`src/rtl/fifo_chain_pkg.sv`:
```
`timescale 1ns/1ps
package fifo_chain_pkg;

  // Tag carried on a handoff pulse.
  typedef enum logic {
    HAND_WR = 1'b0,
    HAND_RD = 1'b1
  } hand_kind_e;

  // Role of a slice, latched from the straps during reset.
  typedef enum logic [1:0] {
    MODE_SOLO       = 2'd0,
    MODE_CHAIN_HEAD = 2'd1,
    MODE_CHAIN_BODY = 2'd2
  } slice_mode_e;

  typedef enum logic {
    TOK_AWAY = 1'b0,
    TOK_HELD = 1'b1
  } tok_state_e;

endpackage

```
`src/rtl/fcc_mode_decode.sv`:
```
`timescale 1ns/1ps
module fcc_mode_decode
  import fifo_chain_pkg::*;
(
  input  logic        clk,
  input  logic        rst_n,
  input  logic        standalone,
  input  logic        load_rt,
  output slice_mode_e mode,
  output logic        chain_en,
  output logic        rt_req
);

  slice_mode_e mode_q;

  // Straps are captured while reset is held and frozen afterwards.
  always_ff @(posedge clk) begin
    if (!rst_n) begin
      if (standalone)   mode_q <= MODE_SOLO;
      else if (load_rt) mode_q <= MODE_CHAIN_HEAD;
      else              mode_q <= MODE_CHAIN_BODY;
    end
  end

  assign mode     = mode_q;
  assign chain_en = (mode_q != MODE_SOLO);
  // The shared pin means retransmit only for a standalone slice.
  assign rt_req   = (mode_q == MODE_SOLO) && load_rt;

endmodule

```
`src/rtl/fcc_token.sv`:
```
`timescale 1ns/1ps
module fcc_token
  import fifo_chain_pkg::*;
(
  input  logic clk,
  input  logic rst_n,
  input  logic own_at_reset,
  input  logic take,
  input  logic give,
  output logic held
);

  tok_state_e state;

  always_ff @(posedge clk) begin
    if (!rst_n) begin
      state <= own_at_reset ? TOK_HELD : TOK_AWAY;
    end else begin
      unique case (state)
        TOK_HELD: if (give) state <= TOK_AWAY;
        TOK_AWAY: if (take) state <= TOK_HELD;
        default:  state <= TOK_AWAY;
      endcase
    end
  end

  assign held = (state == TOK_HELD);

endmodule

```
`src/rtl/fcc_ptr.sv`:
```
`timescale 1ns/1ps
module fcc_ptr #(
  parameter int DEPTH = 512
) (
  input  logic                     clk,
  input  logic                     rst_n,
  input  logic                     step,
  input  logic                     clear,
  output logic [$clog2(DEPTH)-1:0] ptr,
  output logic                     at_last
);

  localparam int AW = $clog2(DEPTH);
  localparam logic [AW-1:0] LAST = AW'(DEPTH - 1);

  always_ff @(posedge clk) begin
    if (!rst_n)       ptr <= '0;
    else if (clear)   ptr <= '0;
    else if (step)    ptr <= at_last ? '0 : ptr + 1'b1;
  end

  assign at_last = (ptr == LAST);

endmodule

```
`src/rtl/fcc_handoff.sv`:
```
`timescale 1ns/1ps
module fcc_handoff
  import fifo_chain_pkg::*;
(
  input  logic       clk,
  input  logic       rst_n,
  input  logic       wr_wrap,
  input  logic       rd_wrap,
  output logic       pulse,
  output hand_kind_e kind
);

  // Both wraps in one slice in one cycle cannot occur: equal pointers
  // mean the slice is either empty or full, which blocks one side.
  always_ff @(posedge clk) begin
    if (!rst_n) begin
      pulse <= 1'b0;
      kind  <= HAND_WR;
    end else begin
      pulse <= wr_wrap | rd_wrap;
      kind  <= rd_wrap ? HAND_RD : HAND_WR;
    end
  end

endmodule

```
`src/rtl/fifo_chain_slice_ctrl.sv`:
```
`timescale 1ns/1ps
module fifo_chain_slice_ctrl
  import fifo_chain_pkg::*;
#(
  parameter int DEPTH = 512
) (
  input  logic                     clk,
  input  logic                     rst_n,
  input  logic                     standalone,
  input  logic                     load_rt,
  input  logic                     xin_pulse,
  input  logic                     xin_rd,
  output logic                     xout_pulse,
  output logic                     xout_rd,
  input  logic                     wr_valid,
  output logic                     wr_ready,
  output logic                     rd_valid,
  input  logic                     rd_ready,
  output logic                     mem_we,
  output logic [$clog2(DEPTH)-1:0] mem_waddr,
  output logic                     mem_re,
  output logic [$clog2(DEPTH)-1:0] mem_raddr,
  output logic                     full_flag,
  output logic                     empty_flag
);

  localparam int CW = $clog2(DEPTH + 1);
  localparam logic [CW-1:0] CAP = CW'(DEPTH);

  slice_mode_e mode;
  logic        chain_en;
  logic        rt_req;

  fcc_mode_decode u_mode (
    .clk       (clk),
    .rst_n     (rst_n),
    .standalone(standalone),
    .load_rt   (load_rt),
    .mode      (mode),
    .chain_en  (chain_en),
    .rt_req    (rt_req)
  );

  logic          own_w, own_r;
  logic          wr_fire, rd_fire;
  logic          w_last, r_last;
  logic          wr_wrap, rd_wrap;
  logic          take_w, take_r;
  logic          reset_own;
  logic [CW-1:0] count;
  hand_kind_e    in_kind, out_kind;

  assign in_kind   = xin_rd ? HAND_RD : HAND_WR;
  assign reset_own = standalone | load_rt;
  assign take_w    = chain_en & xin_pulse & (in_kind == HAND_WR);
  assign take_r    = chain_en & xin_pulse & (in_kind == HAND_RD);

  fcc_token u_wtok (
    .clk         (clk),
    .rst_n       (rst_n),
    .own_at_reset(reset_own),
    .take        (take_w),
    .give        (wr_wrap),
    .held        (own_w)
  );

  fcc_token u_rtok (
    .clk         (clk),
    .rst_n       (rst_n),
    .own_at_reset(reset_own),
    .take        (take_r),
    .give        (rd_wrap),
    .held        (own_r)
  );

  // Strobe gating
  assign wr_ready = own_w & (count != CAP) & ~rt_req;
  assign rd_valid = own_r & (count != '0) & ~rt_req;
  assign wr_fire  = wr_valid & wr_ready;
  assign rd_fire  = rd_valid & rd_ready;
  assign wr_wrap  = chain_en & wr_fire & w_last;
  assign rd_wrap  = chain_en & rd_fire & r_last;

  fcc_ptr #(.DEPTH(DEPTH)) u_wptr (
    .clk    (clk),
    .rst_n  (rst_n),
    .step   (wr_fire),
    .clear  (1'b0),
    .ptr    (mem_waddr),
    .at_last(w_last)
  );

  fcc_ptr #(.DEPTH(DEPTH)) u_rptr (
    .clk    (clk),
    .rst_n  (rst_n),
    .step   (rd_fire),
    .clear  (rt_req),
    .ptr    (mem_raddr),
    .at_last(r_last)
  );

  // Local occupancy
  always_ff @(posedge clk) begin
    if (!rst_n)                  count <= '0;
    else if (rt_req)             count <= CW'(mem_waddr);
    else if (wr_fire && !rd_fire) count <= count + 1'b1;
    else if (rd_fire && !wr_fire) count <= count - 1'b1;
  end

  fcc_handoff u_ho (
    .clk    (clk),
    .rst_n  (rst_n),
    .wr_wrap(wr_wrap),
    .rd_wrap(rd_wrap),
    .pulse  (xout_pulse),
    .kind   (out_kind)
  );

  assign xout_rd    = (out_kind == HAND_RD);
  assign mem_we     = wr_fire;
  assign mem_re     = rd_fire;
  assign full_flag  = own_w & (count == CAP);
  assign empty_flag = own_r & (count == '0);

endmodule

```
`config.mk`:
```
export PLATFORM = sky130hd
export DESIGN_NAME = fifo_chain_slice_ctrl
export DESIGN_NICKNAME = d
export VERILOG_FILES = /design/src/rtl/fifo_chain_pkg.sv /design/src/rtl/fcc_mode_decode.sv /design/src/rtl/fcc_token.sv /design/src/rtl/fcc_ptr.sv /design/src/rtl/fcc_handoff.sv /design/src/rtl/fifo_chain_slice_ctrl.sv
export SDC_FILE = /design/constraint.sdc
export NUM_CORES = 1
export LEC_CHECK = 0
export BUFFER_PORTS_ARGS = -buffer_cell sky130_fd_sc_hd__buf_2
export CAP_MARGIN = 20
export CORE_ASPECT_RATIO = 0.9
export CORE_UTILIZATION = 40
export DETAILED_ROUTE_END_ITERATION = 8
export PLACE_DENSITY = 0.67
export REMOVE_ABC_BUFFERS = 1
export SLEW_MARGIN = 10
export SYNTH_ARGS = -nofsm -noshare
export SYNTH_HDL_FRONTEND = slang
export SYNTH_SLANG_ARGS = --single-unit
```
`constraint.sdc`:
```
create_clock -name clk -period 4.5 [get_ports clk]
set_input_delay 0.9 -clock clk [delete_from_list [all_inputs] [get_ports clk]]
set_output_delay 0.9 -clock clk [all_outputs]
set_load 0.01 [all_outputs]
```
==> run metrics, run 1 <==
status=finished, final reports clean; die extent in x=76.1 um; FF+latch count, synth=34; min setup slack post-route=0.813 ns; Final TNS setup=0 ns; number of flops mapped to enable cells by yosys=2; Die Y-Extent=68.7 um; shortest period the worst path allows=3.69 ns; share of the synthesized area in the top cell type=0.324; Mapped Avg Cell Area=8.04 um2; post-DR wirelength/cell=13.1 um; overall global routing resource usage=0.185; combinational share of power=0.406; number of port buffers=33; Distinct cells, synth=40; final clock period utilization by the worst path=0.819; startpoint class of the critical path=primary input; kind of path behind the tightest hold check=flop to flop; synthesized-area fraction occupied by ao, oa, aoi and oai cells=0.209; Iteration-0 DRC Markers=162; FF-to-FF setup slack=0.91 ns; number of vias after detailed routing=1860; worst ir drop on vdd=0.000209 V; area of the die=5230 um2; share of synthesized area occupied by flip-flops and latches=0.354; final wirelength=4.50 mm; share of post-route cells with drive strength above 1=0.171; count of buffers added by post-CTS timing repair for setup=0; Max Freq=271 MHz; vias in the first global route=1635; post-layout utilization of the core=0.503; H-tree depth=2; simple-gate portion of the synthesized area=0.247; first-pass iteration count of the detailed router=4; worst slack, placed=0.574 ns; top cells by area, synth=sky130_fd_sc_hd__dfxtp_1 (32%), sky130_fd_sc_hd__ha_1 (8.9%), sky130_fd_sc_hd__nor2_1 (6.1%); number of antenna violations at the first check in global routing=0; Initial Util=0.430; most frequent cells after synthesis=sky130_fd_sc_hd__dfxtp_1 (32), sky130_fd_sc_hd__nor2_1 (32), sky130_fd_sc_hd__nand2_1 (26), sky130_fd_sc_hd__a21oi_1 (22), sky130_fd_sc_hd__ha_1 (14); largest family of logic cells by synthesized area=simple AND/OR/NAND/NOR gates; Synth-to-Final Area Change=17.0%; dpl hpwl=3.29 mm; Synth area leader=sky130_fd_sc_hd__dfxtp_1; switching share of total power=0.366; Layout Skew=0.00387 ns; required arrival time at the worst endpoint=4.70 ns; layout net count=302; leading register cell type out of synthesis=sky130_fd_sc_hd__dfxtp_1; worst-case headroom to the max-slew limit=0.491; Synth Cell Area=1980 um2; endpoint kind of the worst setup timing path=flop; post-synthesis xor/xnor area fraction=0.0443; Resized Gates After CTS=0; maximum number of pins on one net before global-route repair=24; max-slew violation count=0; Synth Area in Adders=0.0987; top fanout value on the critical path=23; total number of yosys warnings=0; register clock-pin slew on the reported worst setup and hold paths=0.07 ns; CP most frequent cell=sky130_fd_sc_hd__a21o_1; max-cap viol count=0; number of instances in the placed design=334; CTS Hold Bufs=0; average vias per placed instance=5.44; worst-margin pin slew=0.761 ns; remaining global-route overflow=0; fraction of registers with async set or reset after synthesis=0; type of the setup path with the least slack=primary input to flop; antenna cell count=0; insertion delay of the later-clocked pin in the worst-skew pair=0.28 ns; Final GP Congestion=0.880; P_sw=0.412 mW; share of power burned in the clock network=0.261; clock buffer depth=2; maximum single-stage delay on the critical path=0.46 ns; setup repair after global routing missed its margin=false; count of antenna-violating nets left after detailed routing=0; data arrival time at the worst-slack endpoint=3.88 ns; number of clock sinks=34; share of power burned in registers=0.333; first-pass GRT wire length=7.56 mm; DRC violation count after routing=0; Cell Int Power=0.714 mW; I/O Pins=34; number of rows in the core area=23; leakage=1.05 nW; Pwr Density=487 nW/um2; fraction of synthesized area in multiplexers=0.0152; Gate Count Post-Synth=246; final total power=1.13 mW; total core area=4600 um2; crit path max-delay cell type=sky130_fd_sc_hd__fa_1; Critical Path, Cell by Cell=buf_2 -> nand2_2 -> nand4_1 -> inv_2 -> ha_1 -> inv_1 -> fa_1 -> a21o_1 -> a21o_1 -> and2_1 -> o41ai_1 -> xor2_1 -> a311oi_1; number of setup violations in the final report=0; Post-Layout Cell Count=342; final hold violation count=0; clock tree from TritonCTS=done; TritonCTS Buffers=5; clock tree root buffer cell=sky130_fd_sc_hd__clkbuf_8
sequential cells by signal, summed over array words and instances, names as in the netlist:
register and count:
u_ho.pulse 1, u_rptr.ptr 9, count 10, u_rtok.held 1, u_ho.kind 1, u_wtok.held 1
u_mode.mode 2, u_wptr.ptr 9
cell usage in the layout, fill, tap and decap left out, types with 2 or more instances in the layout:
master / count
sky130_fd_sc_hd__nand3b_1: 7
sky130_fd_sc_hd__a21oi_1: 22
sky130_fd_sc_hd__inv_2: 3
sky130_fd_sc_hd__a31o_1: 2
sky130_fd_sc_hd__buf_2: 33
sky130_fd_sc_hd__nand2_1: 26
sky130_fd_sc_hd__and2_1: 2
sky130_fd_sc_hd__dfxtp_1: 32
sky130_fd_sc_hd__and3_1: 9
sky130_fd_sc_hd__nor2_1: 32
sky130_fd_sc_hd__edfxtp_1: 2
sky130_fd_sc_hd__nor3_1: 6
sky130_fd_sc_hd__clkbuf_8: 6
sky130_fd_sc_hd__xnor2_1: 5
sky130_fd_sc_hd__a311oi_1: 3
sky130_fd_sc_hd__o21ai_1: 9
sky130_fd_sc_hd__xor2_1: 5
sky130_fd_sc_hd__buf_4: 2
sky130_fd_sc_hd__o21ai_0: 11
sky130_fd_sc_hd__nand3_1: 3
sky130_fd_sc_hd__nand4_1: 7
sky130_fd_sc_hd__a21o_1: 7
sky130_fd_sc_hd__a31oi_1: 7
sky130_fd_sc_hd__inv_1: 4
sky130_fd_sc_hd__mux2i_1: 3
sky130_fd_sc_hd__ha_1: 14
sky130_fd_sc_hd__o211ai_1: 2
power by group through the flow:
stage | sequential (mW) | combinational, mW | clock, mW
after floorplan | 0.373 | 0.346 | 0
after global placement | 0.381 | 0.449 | 0
after detailed placement | 0.381 | 0.443 | 0
after CTS | 0.375 | 0.452 | 0.299
after global routing | 0.380 | 0.509 | 0.313
final | 0.375 | 0.458 | 0.293
worst paths after layout:
path                                     start            end  depth (start not counted)
worst min-delay path             u_rptr.ptr[8]  u_rptr.ptr[8]                          2
worst max-delay path                   load_rt       count[8]                         13
worst min register to register   u_rptr.ptr[8]  u_rptr.ptr[8]                          2
worst max register to register  u_mode.mode[1]       count[8]                         13
area by class of cell:
class                           instances  area, um2
Fill cell                             463       2290
Multi-Input combinational cell        196       1210
Sequential cell                        34        701
Timing Repair Buffer                   35        180
Clock buffer                            7       86.3
Tap cell                               62       77.6
Clock inverter                          1       30.0
Inverter                                7       26.3
through the flow:
| stage | hold WS (ns) | instance area, um2 |
|---|---|---|
| 4_1_cts | 0.487 | 2310 |
| 3_3_place_gp | 0.474 | 2200 |
| 6_report | 0.488 | 2310 |
| 3_5_place_dp | 0.476 | 2200 |
| 5_1_grt | 0.513 | 2310 |
| 2_1_floorplan | 0.465 | 1940 |
critical path, delay by kind of cell:
family,cells,cell delay (ns)
AO/OA/AOI/OAI,4,1.05
AND/OR/NAND/NOR,3,0.67
adder cells (fa/ha/maj),2,0.67
buffers and inverters,3,0.44
XOR/XNOR,1,0.15
metal layers:
metal / track usage / part of all wire / vias up
li1: - / - / 955
met1: 0.254 / 0.52 / 849
met2: 0.281 / 0.42 / 49
met3: 0.0421 / 0.050 / 7
met4: 0.0793 / 0.013 / 0
met5: 0 / 0 / -
logic make-up after synthesis:
group           count (synthesis)
simple gates                  100
xor+xnor                       10
buf+inv                        16
compound gates                 68
flops                          34
mux                             3
fa+ha+maj                      15
(Power assumes the default switching activity.)
==> run 2: changes to the inputs <==
- clock period: 4.5 -> 3.4 ns (I/O delays scaled with it)
==> run metrics, run 2 (same netlist as run 1, synthesis figures left out) <==
CP delay by family, top=compound AO/OA/AOI/OAI gates (unchanged); register ranked first by flip-flop count=count (unchanged); worst slack, placed=0.00957 ns (was 0.574 ns); kind of path behind the tightest hold check=flop to flop (unchanged); first-pass GRT wire length=7.90 mm (was 7.56 mm); die extent in x=76.1 um (unchanged); count of antenna-violating nets left after detailed routing=0 (unchanged); number of clock sinks=34 (unchanged); number of setup violations in the final report=0 (unchanged); TritonCTS Buffers=5 (unchanged); max-slew violation count=0 (unchanged); number of port buffers=33 (unchanged); overall global routing resource usage=0.196 (was 0.185); final hold violation count=0 (unchanged); maximum number of pins on one net before global-route repair=19 (was 24); leakage=1.09 nW (was 1.05 nW); Critical Path, Cell by Cell=nor3_1 -> nand4_1 -> nand4_1 -> inv_2 -> ha_1 -> inv_2 -> ha_1 -> a21o_1 -> a21o_1 -> and2_1 -> o41ai_2 -> xor2_1 -> a311oi_1 (was buf_2 -> nand2_2 -> nand4_1 -> inv_2 -> ha_1 -> inv_1 -> fa_1 -> a21o_1 -> a21o_1 -> and2_1 -> o41ai_1 -> xor2_1 -> a311oi_1); min setup slack post-route=0.235 ns (was 0.813 ns); clock tree from TritonCTS=done (unchanged); number of flip-flops under the largest register name=10 (unchanged); number of rows in the core area=23 (unchanged); remaining global-route overflow=0 (unchanged); clock buffer depth=2 (unchanged); first-pass iteration count of the detailed router=4 (unchanged); worst-case headroom to the max-slew limit=0.731 (was 0.491); endpoint kind of the worst setup timing path=flop (unchanged); largest registers in the final layout=count: 10 flops, u_rptr.ptr: 9 flops, u_wptr.ptr: 9 flops (unchanged); number of instances in the placed design=340 (was 334); max-cap viol count=0 (unchanged); type of the setup path with the least slack=flop to flop (was primary input to flop); top fanout value on the critical path=8 (was 23); Iteration-0 DRC Markers=123 (was 162); insertion delay of the later-clocked pin in the worst-skew pair=0.29 ns (was 0.28 ns); number of antenna violations at the first check in global routing=0 (unchanged); dpl hpwl=3.38 mm (was 3.29 mm); startpoint class of the critical path=flop (was primary input); share of post-route cells with drive strength above 1=0.202 (was 0.171); Initial Util=0.430 (unchanged); antenna cell count=0 (unchanged); Layout Skew=0.00972 ns (was 0.00387 ns); setup repair after global routing missed its margin=false (unchanged); Crit path buffers/inverters=2 (was 3); most frequent cells in the layout=sky130_fd_sc_hd__buf_2 (33), sky130_fd_sc_hd__nor2_1 (32), sky130_fd_sc_hd__dfxtp_1 (32), sky130_fd_sc_hd__nand2_1 (26), sky130_fd_sc_hd__a21oi_1 (22) (unchanged); Synth-to-Final Area Change=20.8% (was 17.0%); layout net count=309 (was 302); number of vias after detailed routing=1872 (was 1860); area of the die=5230 um2 (unchanged); data arrival time at the worst-slack endpoint=3.35 ns (was 3.88 ns); worst ir drop on vdd=0.000284 V (was 0.000209 V); average vias per placed instance=5.36 (was 5.44); final clock period utilization by the worst path=0.931; Die Y-Extent=68.7 um (unchanged); I/O Pins=34 (unchanged); layout filler cell count=461 (was 463); shortest period the worst path allows=3.17 ns; Max Freq=316 MHz; register clock-pin slew on the reported worst setup and hold paths=0.08 ns (was 0.07 ns); maximum single-stage delay on the critical path=0.35 ns (was 0.46 ns); final wirelength=4.88 mm (was 4.50 mm); clock tree root buffer cell=sky130_fd_sc_hd__clkbuf_8 (unchanged); DRC violation count after routing=0 (unchanged); required arrival time at the worst endpoint=3.59 ns (was 4.70 ns); Final GP Congestion=0.898 (was 0.880); H-tree depth=2 (unchanged); status=finished, final reports clean (unchanged); Pwr Density=654 nW/um2 (was 487 nW/um2); vias in the first global route=1687 (was 1635); total core area=4600 um2 (unchanged); crit path max-delay cell type=sky130_fd_sc_hd__dfxtp_1 (was sky130_fd_sc_hd__fa_1); final total power=1.56 mW (was 1.13 mW); post-DR wirelength/cell=14.0 um (was 13.1 um); Post-Layout Cell Count=349 (was 342); worst-margin pin slew=0.402 ns (was 0.761 ns); Final TNS setup=0 ns (unchanged); most frequent standard cell in the layout excluding fill and tap cells=sky130_fd_sc_hd__buf_2 (unchanged)
-- run 2: path summary, 6_finish.rpt --
| check | from | to | slack, ns | cells after the start |
|---|---|---|---|---|
| max | count[7] | count[8] | 0.23 | 13 |
| min reg2reg | u_rptr.ptr[8] | u_rptr.ptr[8] | 0.49 | 2 |
| max reg2reg | count[7] | count[8] | 0.23 | 13 |
| min | u_rptr.ptr[8] | u_rptr.ptr[8] | 0.49 | 2 |
-- run 2: cell type report --
| class | count | area [um2] | area share |
|---|---|---|---|
| multi-input combinational | 196 | 1240 | 0.517 |
| tap | 62 | 77.6 | 0.0325 |
| sequential | 34 | 701 | 0.293 |
| clock buffer | 7 | 86.3 | 0.0361 |
| clock inverter | 1 | 30.0 | 0.0126 |
| timing repair buffer | 42 | 233 | 0.0974 |
| inverter | 7 | 26.3 | 0.0110 |
-- run 2: per-layer routing --
layer,up-vias,share of wire,GRT usage
met3,4,0.043,0.0513
met1,859,0.52,0.268
met4,0,0.0074,0.0601
met5,-,0,0
met2,41,0.43,0.303
li1,968,-,-
-- run 2: what timing repair did --
item	4_1_cts	5_1_grt
resized for setup	1	3
cloned	0	0
hold buffers	0	0
setup endpoints to repair	1	4
pin swaps	0	1
buffers inserted	0	1
-- run 2: worst min-delay path, delay by kind of cell (launching register included) --
kind | cells | cell delay (ns)
AOI/OAI and AO/OA | 1 | 0.05
and+or+nand+nor | 1 | 0.06
DFF | 1 | 0.33
-- run 2: where the power goes --
| group | internal (mW) | total (mW) | switching [mW] |
|---|---|---|---|
| logic | 0.295 | 0.665 | 0.369 |
| registers | 0.448 | 0.502 | 0.0539 |
| clock network | 0.239 | 0.396 | 0.157 |
| total | 0.983 | 1.56 | 0.580 |
-- run 2: per-stage QoR --
| step | hold slack, ns | area [um2] | util |
|---|---|---|---|
| global route | 0.515 | 2390 | 0.519 |
| CTS | 0.495 | 2370 | 0.514 |
| global placement | 0.472 | 2240 | 0.487 |
| finish | 0.490 | 2390 | 0.519 |
| floorplan | 0.465 | 1940 | - |
| detailed placement | 0.485 | 2240 | 0.487 |
